==> src/rtl/xbus_seq_pkg.sv <==
package xbus_seq_pkg;

  typedef enum logic [1:0] {
    KIND_FETCH = 2'd0,
    KIND_READ  = 2'd1,
    KIND_WRITE = 2'd2,
    KIND_RSVD  = 2'd3
  } kind_t;

  typedef struct packed {
    logic loadReq;    // capture request fields
    logic captureRd;  // sample shared pins into read register
    logic driveLo;    // low address on shared pins
    logic driveWr;    // write data on shared pins
    logic active;     // a bus cycle is in progress
    logic isFetch;    // current cycle is a program fetch
  } ctl_t;

endpackage

==> src/rtl/xbus_seq_ctrl.sv <==
module xbus_seq_ctrl
  import xbus_seq_pkg::*;
#(
  parameter int ALE_PH = 2,
  parameter int STB_PH = 2
) (
  input  logic       clk,
  input  logic       rstN,
  input  logic       reqValid,
  input  logic [1:0] reqKind,
  input  logic       waitReq,
  output ctl_t       ctl,
  output logic       busIdle,
  output logic       ale,
  output logic       fetchN,
  output logic       rdN,
  output logic       wrN,
  output logic       ack
);

  localparam int MAX_PH = (ALE_PH > STB_PH) ? ALE_PH : STB_PH;
  localparam int CNT_W  = $clog2(MAX_PH + 1);
  localparam logic [CNT_W-1:0] ALE_LAST = CNT_W'(ALE_PH - 1);
  localparam logic [CNT_W-1:0] STB_LAST = CNT_W'(STB_PH - 1);

  typedef enum logic [2:0] {
    ST_IDLE,
    ST_ALE,
    ST_AHOLD,
    ST_STB,
    ST_TAIL
  } state_t;

  state_t            state, stateNext;
  logic [CNT_W-1:0]  cnt, cntNext;
  kind_t             kind;
  logic              reqOk, stbOn, stbLast, stretch;

  assign reqOk   = reqValid && (kind_t'(reqKind) != KIND_RSVD);
  assign stbOn   = (state == ST_STB);
  assign stbLast = (cnt == STB_LAST);
  assign stretch = (kind != KIND_FETCH) && waitReq;

  always_comb begin
    stateNext = state;
    cntNext   = cnt;
    case (state)
      ST_IDLE: begin
        if (reqOk) begin
          stateNext = ST_ALE;
          cntNext   = '0;
        end
      end
      ST_ALE: begin
        if (cnt == ALE_LAST) begin
          stateNext = ST_AHOLD;
          cntNext   = '0;
        end else begin
          cntNext = cnt + 1'b1;
        end
      end
      ST_AHOLD: begin
        stateNext = ST_STB;
        cntNext   = '0;
      end
      ST_STB: begin
        if (stbLast) begin
          if (!stretch) stateNext = ST_TAIL;
        end else begin
          cntNext = cnt + 1'b1;
        end
      end
      ST_TAIL:  stateNext = ST_IDLE;
      default:  stateNext = ST_IDLE;
    endcase
  end

  always_ff @(posedge clk or negedge rstN) begin
    if (!rstN) begin
      state <= ST_IDLE;
      cnt   <= '0;
      kind  <= KIND_FETCH;
    end else begin
      state <= stateNext;
      cnt   <= cntNext;
      if (ctl.loadReq) kind <= kind_t'(reqKind);
    end
  end

  always_comb begin
    ctl.loadReq   = (state == ST_IDLE) && reqOk;
    ctl.captureRd = stbOn && stbLast && !stretch && (kind != KIND_WRITE);
    ctl.driveLo   = (state == ST_ALE) || (state == ST_AHOLD);
    ctl.driveWr   = (kind == KIND_WRITE) && (stbOn || (state == ST_TAIL));
    ctl.active    = (state != ST_IDLE);
    ctl.isFetch   = (kind == KIND_FETCH);
  end

  assign busIdle = (state == ST_IDLE);
  assign ale     = (state == ST_ALE);
  assign fetchN  = !(stbOn && (kind == KIND_FETCH));
  assign rdN     = !(stbOn && (kind == KIND_READ));
  assign wrN     = !(stbOn && (kind == KIND_WRITE));
  assign ack     = (state == ST_TAIL);

endmodule

==> src/rtl/xbus_seq_dpath.sv <==
module xbus_seq_dpath
  import xbus_seq_pkg::*;
#(
  parameter int ADDR_W = 16,
  parameter int DATA_W = 8
) (
  input  logic                clk,
  input  logic                rstN,
  input  ctl_t                ctl,
  input  logic [ADDR_W:0]     reqAddr,
  input  logic [DATA_W-1:0]   reqWrData,
  input  logic                floatPins,
  input  logic [DATA_W-1:0]   adIn,
  output logic [DATA_W-1:0]   rdData,
  output logic [DATA_W-1:0]   adOut,
  output logic                adOutEn,
  output logic [ADDR_W-DATA_W-1:0] addrHi,
  output logic                addrHiEn,
  output logic                addr16,
  output logic                addr16En
);

  localparam int FULL_W = ADDR_W + 1;

  logic [FULL_W-1:0] addrReg;
  logic [DATA_W-1:0] wrReg;
  logic [DATA_W-1:0] rdReg;

  always_ff @(posedge clk or negedge rstN) begin
    if (!rstN) begin
      addrReg <= '0;
      wrReg   <= '0;
      rdReg   <= '0;
    end else begin
      if (ctl.loadReq) begin
        addrReg <= reqAddr;
        wrReg   <= reqWrData;
      end
      if (ctl.captureRd) rdReg <= adIn;
    end
  end

  assign rdData   = rdReg;
  assign adOut    = ctl.driveLo ? addrReg[DATA_W-1:0] : wrReg;
  assign adOutEn  = (ctl.driveLo || ctl.driveWr) && !floatPins;
  assign addrHi   = addrReg[ADDR_W-1:DATA_W];
  assign addrHiEn = ctl.active && !floatPins;
  assign addr16   = addrReg[ADDR_W] && ctl.isFetch;
  assign addr16En = ctl.active && ctl.isFetch && !floatPins;

endmodule

==> src/rtl/xbus_seq.sv <==
module xbus_seq
  import xbus_seq_pkg::*;
#(
  parameter int ADDR_W = 16,
  parameter int DATA_W = 8,
  parameter int ALE_PH = 2,
  parameter int STB_PH = 2
) (
  input  logic                     clk,
  input  logic                     rstN,
  input  logic                     reqValid,
  input  logic [1:0]               reqKind,
  input  logic [ADDR_W:0]          reqAddr,
  input  logic [DATA_W-1:0]        reqWrData,
  output logic                     busIdle,
  output logic                     ack,
  output logic [DATA_W-1:0]        rdData,
  input  logic                     waitReq,
  input  logic                     floatPins,
  input  logic [DATA_W-1:0]        adIn,
  output logic [DATA_W-1:0]        adOut,
  output logic                     adOutEn,
  output logic [ADDR_W-DATA_W-1:0] addrHi,
  output logic                     addrHiEn,
  output logic                     addr16,
  output logic                     addr16En,
  output logic                     ale,
  output logic                     fetchN,
  output logic                     rdN,
  output logic                     wrN
);

  ctl_t ctl;

  xbus_seq_ctrl #(.ALE_PH(ALE_PH), .STB_PH(STB_PH)) ctrl_i (
    .clk(clk), .rstN(rstN), .reqValid(reqValid), .reqKind(reqKind),
    .waitReq(waitReq), .ctl(ctl), .busIdle(busIdle), .ale(ale),
    .fetchN(fetchN), .rdN(rdN), .wrN(wrN), .ack(ack)
  );

  xbus_seq_dpath #(.ADDR_W(ADDR_W), .DATA_W(DATA_W)) dpath_i (
    .clk(clk), .rstN(rstN), .ctl(ctl), .reqAddr(reqAddr),
    .reqWrData(reqWrData), .floatPins(floatPins), .adIn(adIn),
    .rdData(rdData), .adOut(adOut), .adOutEn(adOutEn), .addrHi(addrHi),
    .addrHiEn(addrHiEn), .addr16(addr16), .addr16En(addr16En)
  );

endmodule

==> config.mk <==
export PLATFORM = sky130hd
export DESIGN_NAME = xbus_seq
export DESIGN_NICKNAME = d
export VERILOG_FILES = /design/src/rtl/xbus_seq_pkg.sv /design/src/rtl/xbus_seq_ctrl.sv /design/src/rtl/xbus_seq_dpath.sv /design/src/rtl/xbus_seq.sv
export SDC_FILE = /design/constraint.sdc
export NUM_CORES = 1
export LEC_CHECK = 0
export BUFFER_PORTS_ARGS = -buffer_cell sky130_fd_sc_hd__buf_2
export CAP_MARGIN = 20
export CORE_MARGIN = 2
export CORE_UTILIZATION = 44
export CTS_CLUSTER_SIZE = 40
export DETAILED_ROUTE_END_ITERATION = 16
export PLACE_DENSITY = 0.84
export REMOVE_ABC_BUFFERS = 1
export SYNTH_ARGS = -nofsm -noshare
export SYNTH_HDL_FRONTEND = slang
export SYNTH_SLANG_ARGS = --single-unit
==> constraint.sdc <==
create_clock -name clk -period 1.5 [get_ports clk]
set_clock_uncertainty 0.05 [all_clocks]
set_input_delay 0.3 -clock clk [delete_from_list [all_inputs] [get_ports clk]]
set_output_delay 0.3 -clock clk [all_outputs]
set_load 0.02 [all_outputs]
==> Word level (Yosys, flattened, before mapping) <==
Cells that the tools add are included.
{ "totals": {"regBits": 40, "in_bits": 40, "out_inout_bits": 34, "word_cells": 61} }
{ "op_classes": {"n_addsub": 1, "n_eq_ne": 14, "muxes": 10, "reduce_logical": 30} }
{ "ops": {"columns": ["op", "n"], "rows": [
  ["$logic_and A1 B1 Y1", 15],
  ["$mux W3", 4],
  ["$pmux W3 S4", 1],
  ["$ne A2 B2 Y1 const B", 5],
  ["$mux W8", 1],
  ["$pmux W2 S4", 1],
  ["$eq A3 B2 Y1 const B", 2],
  ["$mux W2", 3],
  ["$logic_not A1 Y1", 5],
  ["$eq A2 B1 Y1 const B", 2],
  ["$ne A2 B1 Y1 const B", 2],
  ["$reduce_and A4 Y1", 1],
  ["$reduce_bool A4 Y1", 1],
  ["$eq A3 B1 Y1 const B", 1],
  ["$eq A3 B3 Y1 const B", 1],
  ["$logic_not A3 Y1", 1],
  ["$logic_or A1 B1 Y1", 3],
  ["$reduce_and A3 Y1", 1],
  ["$reduce_bool A3 Y1", 1],
  ["$add A2 B1 Y2 const B", 1],
  ["$eq A2 B2 Y1 const B", 1],
  ["$logic_not A2 Y1", 1],
  ["$reduce_bool A2 Y1", 1]
]} }

==> Longest topological paths before layout <==
{ "logic_depth": {"ltp_word": 5, "depth_mapped": 6} }

==> By module <==
A second synthesis with hierarchy kept.
{ "hier_totals": {"cells_unflattened": 146, "hier_area_um2": 2009.4} }
{ "by_module_without_submodules": {"columns": ["mod", "instances", "cells_per_inst", "area_per_inst_um2"], "rows": [
  ["xbus_seq_dpath", 1, 91, 1515.2],
  ["xbus_seq_ctrl", 1, 55, 494.2]
]} }

==> Worst setup path after synthesis <==
Ideal clock, no wire load.
{ "synth_timing": {"path_kind": "reg-to-output", "start": "register ctrl_i.state[1]", "end": "output port adOutEn", "arrival_ns": 1.377, "required_ns": 1.150, "slack_ns": -0.227, "stages_incl_launch_ff": 5, "path_cell_list": "dfrtp_1 clkbuf_1 nor2_1 a211o_1 a21oi_1"} }
{ "synth_via": {"elab_chain_cells": 5} }
{ "synth_rtl": {"columns": ["item", "line", "source"], "rows": [
  ["start: declaration", "xbus_seq_ctrl.sv:34", "state_t state, stateNext;"],
  ["start signal: assignment", "xbus_seq_ctrl.sv:84", "state <= stateNext;"],
  ["$eq A3 B2 Y1 / $eq A3 B3 Y1 (equally long branches)", "xbus_seq_ctrl.sv:40, xbus_seq_ctrl.sv:94", null],
  ["$logic_or A1 B1 Y1", "xbus_seq_ctrl.sv:94", "ctl.driveWr = (kind == KIND_WRITE) && (stbOn || (state == ST_TAIL));"],
  ["$logic_and A1 B1 Y1", "xbus_seq_ctrl.sv:94", null],
  ["$logic_or A1 B1 Y1 (*)", "xbus_seq_dpath.sv:45", "assign adOutEn = (ctl.driveLo || ctl.driveWr) && !floatPins;"],
  ["$logic_and A1 B1 Y1 (*)", "xbus_seq_dpath.sv:45", null],
  ["end: declaration", "xbus_seq.sv:22", "output logic adOutEn,"]
]} }
Every way passes the cells marked *; elsewhere a longest branch is shown, timed or not.

==> Final worst setup path <==
{ "layout_timing": {"start": "register ctrl_i.state[0]", "end": "output port adOut[3]"} }
{ "layout_via": {"elab_chain_cells": 3} }
{ "layout_rtl": {"columns": ["item", "line", "source"], "rows": [
  ["$eq A3 B1 Y1 / $eq A3 B2 Y1 (equally long branches)", "xbus_seq_ctrl.sv:93", "ctl.driveLo = (state == ST_ALE) || (state == ST_AHOLD);"],
  ["$logic_or A1 B1 Y1 (*)", "xbus_seq_ctrl.sv:93", null],
  ["$mux W8 (*)", "xbus_seq_dpath.sv:44", "assign adOut = ctl.driveLo ? addrReg[DATA_W-1:0] : wrReg;"],
  ["end: declaration", "xbus_seq.sv:21", "output logic [DATA_W-1:0] adOut,"]
]} }
Marks and branches as above.

==> flow_summary.yaml <==
run_status:
  outcome: "finished, violations left"
  violations: "setup timing"
clocking:
  htree_levels: 2
  numCtsBuffers: 5
  cts.sinks: 40
  cts_root_buf: "clkbuf_8"
  cts_tree: "built"
  clk_latency_ns: 0.29
  cts_max_path_buffers: 2
  clk_pin_slew_worst_paths_ns: 0.08
detailed_routing:
  m1WireLength_um: 1970
  wirelength_um: 5410
  final_antenna_net_count: 0
  dr.pass1.iters: 4
  wl_per_cell_um: 18.1
  wl_met3_um: 264
  dr.first_iter.drc_count: 65
  viasPerCell: 5.19
  drc: 0
  wl_met2_um: 3130
  dr_total_vias: 1547
  top_layer: "met4"
timing:
  hold_viol_final: 0
  period_needed_ns: 1.93
  setup_viol: 53
  worst_pin_slew_ns: 0.544
  min_period_over_period_pct: 129
  max_slew_margin_pct: 63.7
  max_freq_mhz: 517
  slew_violations: 0
  rsz0062_at_grt: "true"
  setup_ws_ns: -0.435
synth:
  synthesis.instances: 145
  synth_top_family_by_area: "multiplexers"
  yosys_warnings: 0
  synth_fa_ha_area_share_pct: 1.26
  synth_compound_area_share_pct: 4.84
  synthSimpleGateAreaFrac_pct: 8.92
  synth_area_per_cell_um2: 13.7
  seq_area_frac_synth_pct: 50.3
  post_synth_mux_area_share_pct: 28.1
  synth_xor_area_share_pct: 0.440
  synth_seq_cells: 40
  syn_area_mm2: 0.00199
  yosysUniqueCellTypes: 34
critical_path:
  cp.required_ns: 1.15
  cp-end-kind: "output port"
  cp.arrival_ns: 1.58
  worstPathMaxFanout: 8
  critPathKind: "flop to output port"
  crit_path_start_kind: "flop"
min_path:
  min_path_type: "primary input to flop"
place:
  dpl.hpwl_um: 2990
  post-place-ws_ns: -0.150
  port_buffers: 73
  place_congestion: 0.789
floorplan:
  initial_core_util_pct: 45.7
  die-area_mm2: 0.00508
  coreArea_mm2: 0.00435
  die_w_um: 71.3
  die_y_um: 71.3
  rows: 24
  pin_count: 74
final_layout:
  nets: 287
  multi_input_area_um2: 966
  seqCellArea_mm2: 0.00100
  synthToLayoutAreaGrowth_pct: 53.3
  fillCellCount: 281
  diodes: 0
  fin_util_pct: 70.1
  drive_above_1_share_pct: 72.0
grt:
  grt_max_degree: 25
  track_usage_pct: 17.9
  grt_pass1_vias: 1520
  grt.overflow.total: 0
  grt_pass1_wl_um: 7160
  grt_antenna_before_repair: 0
pwr:
  pwr-share-seq_pct: 25.6
  power.leakage_nw: 1.55
  power_frac_comb_pct: 62.1
  clock_power_share_pct: 12.4
  internal_power_mw: 4.91
  p_sw_share_pct: 37.4
  powerDensity_mw_per_mm2: 2570
  p_switching_mw: 2.94
  ir_drop_v: 0.00186
flow_run:
  cap_violations: 0
## power by group through the flow
stage          clock network [mW]  logic [mW]  registers [mW]
2_1_floorplan                   0        1.99            2.24
3_3_place_gp                    0        3.36            1.91
3_5_place_dp                    0        3.45            1.92
4_1_cts                     0.963        4.18            1.95
5_1_grt                      1.03        5.10            2.08
6_report                    0.969        4.87            2.01
## critical path, cell delays in order (launching register included)
cell and delay [ns]:
dfrtp_1 0.43, xnor2_2 0.17, nor2_4 0.11, buf_12 0.15, mux2_4 0.31, buf_6 0.13
## kinds of logic after synthesis
family / Yosys count
compound gates: 14
xor+xnor: 1
fa+ha+maj: 2
buf+inv: 19
flops: 40
mux: 43
simple gates: 26
## stage by stage
| step | hold slack, ns | area, µm² | total power [mW] | instances | setup TNS, ns |
|---|---|---|---|---|---|
| final | 0.189 | 3050 | 7.84 | 298 | -11.88 |
| after global routing | 0.182 | 3050 | 8.21 | 298 | -14.54 |
| after CTS | 0.190 | 2760 | 7.09 | 283 | -9.85 |
| after detailed placement | 0.202 | 2470 | 5.37 | 271 | -3.22 |
| after global placement | 0.198 | 2470 | 5.27 | 271 | -1.93 |
| after floorplan | -0.0456 | 1880 | 4.23 | 130 | -8.99 |
## flip-flops by register name, indices dropped and copies added, names as in the netlist
| signal | cells |
|---|---|
| ctrl_i.state | 3 |
| ctrl_i.kind | 2 |
| dpath_i.rdData | 8 |
| ctrl_i.cnt | 2 |
| dpath_i.wrReg | 8 |
| dpath_i.addrReg | 17 |
## repair_timing
item / in CTS / in global routing
setup endpoints to repair: 53 / 54
gates resized for setup: 36 / 38
cloned: 0 / 3
hold buffers: 1 / 0
hold endpoints to repair: 16 / 0
pin swaps: 4 / 4
setup buffers: 3 / 12
## metal layers
metal / track usage [%] / vias to the layer above
li1: - / 699
met1: 21.5 / 788
met2: 32.6 / 54
met3: 4.36 / 6
met4: 3.77 / 0
met5: 0 / -
## layout by cell type, fill, tap and decap left out, types with 2 or more instances in the layout
cell,Yosys,layout
buf_6,2,27
inv_1,4,3
dfrtp_2,0,2
o21ai_0,2,2
mux2_4,20,29
clkbuf_16,0,3
clkbuf_2,0,2
dfrtp_1,40,38
clkbuf_8,0,7
buf_4,10,16
nor2_4,1,3
nor2b_1,2,2
mux2_2,23,14
nand3_1,3,3
a211oi_1,2,2
buf_12,0,4
a21oi_1,3,2
nand2_2,0,2
ha_1,2,2
o31ai_1,2,2
buf_2,0,55
## cell type report
class                           count  area share (%)
Sequential cell                    40            32.9
Multi-Input combinational cell     86            31.6
Timing Repair Buffer              108            28.6
Clock buffer                        7            3.16
Tap cell                           52            2.13
Clock inverter                      1           0.984
Inverter                            4           0.574
## synthesized netlist by cell type, drive strengths merged
cell     n  area [µm²]
and2     2        12.5
nor4     1        6.26
nor2     5        26.3
and3     1        6.26
clkbuf   3        11.3
and3b    1        8.76
a211oi   2        15.0
a22o     1        8.76
nor2b    2        12.5
nor3b    1        7.51
nand3    3        15.0
o22ai    1        6.26
mux2    43         559
a21oi    3        15.0
nand4    1        21.3
buf     12        97.6
o21ai    2        10.0
nor3     2        21.3
o31ai    2        15.0
nand2    5        26.3
ha       2        25.0
o311a    1        10.0
a21boi   1        7.51
dfrtp   40        1000
nand3b   1        7.51
inv      4        15.0
xnor2    1        8.76
nand2b   1        6.26
a211o    1        8.76
## final timing paths
path                       slack (ns)         startpoint  cells after the start             endpoint
setup / recovery                -0.43    ctrl_i.state[0]                      5             adOut[3]
hold / removal                   0.19         reqAddr[6]                      2   dpath_i.addrReg[6]
setup reg to reg                -0.22    ctrl_i.state[2]                      6     dpath_i.wrReg[3]
hold reg to reg                  0.45  dpath_i.rdData[5]                      1    dpath_i.rdData[5]
max in group asynchronous        0.49               rstN                      3       ctrl_i.kind[1]
min in group asynchronous        0.43               rstN                      2  dpath_i.addrReg[11]
Power figures use the tool's default switching activity.
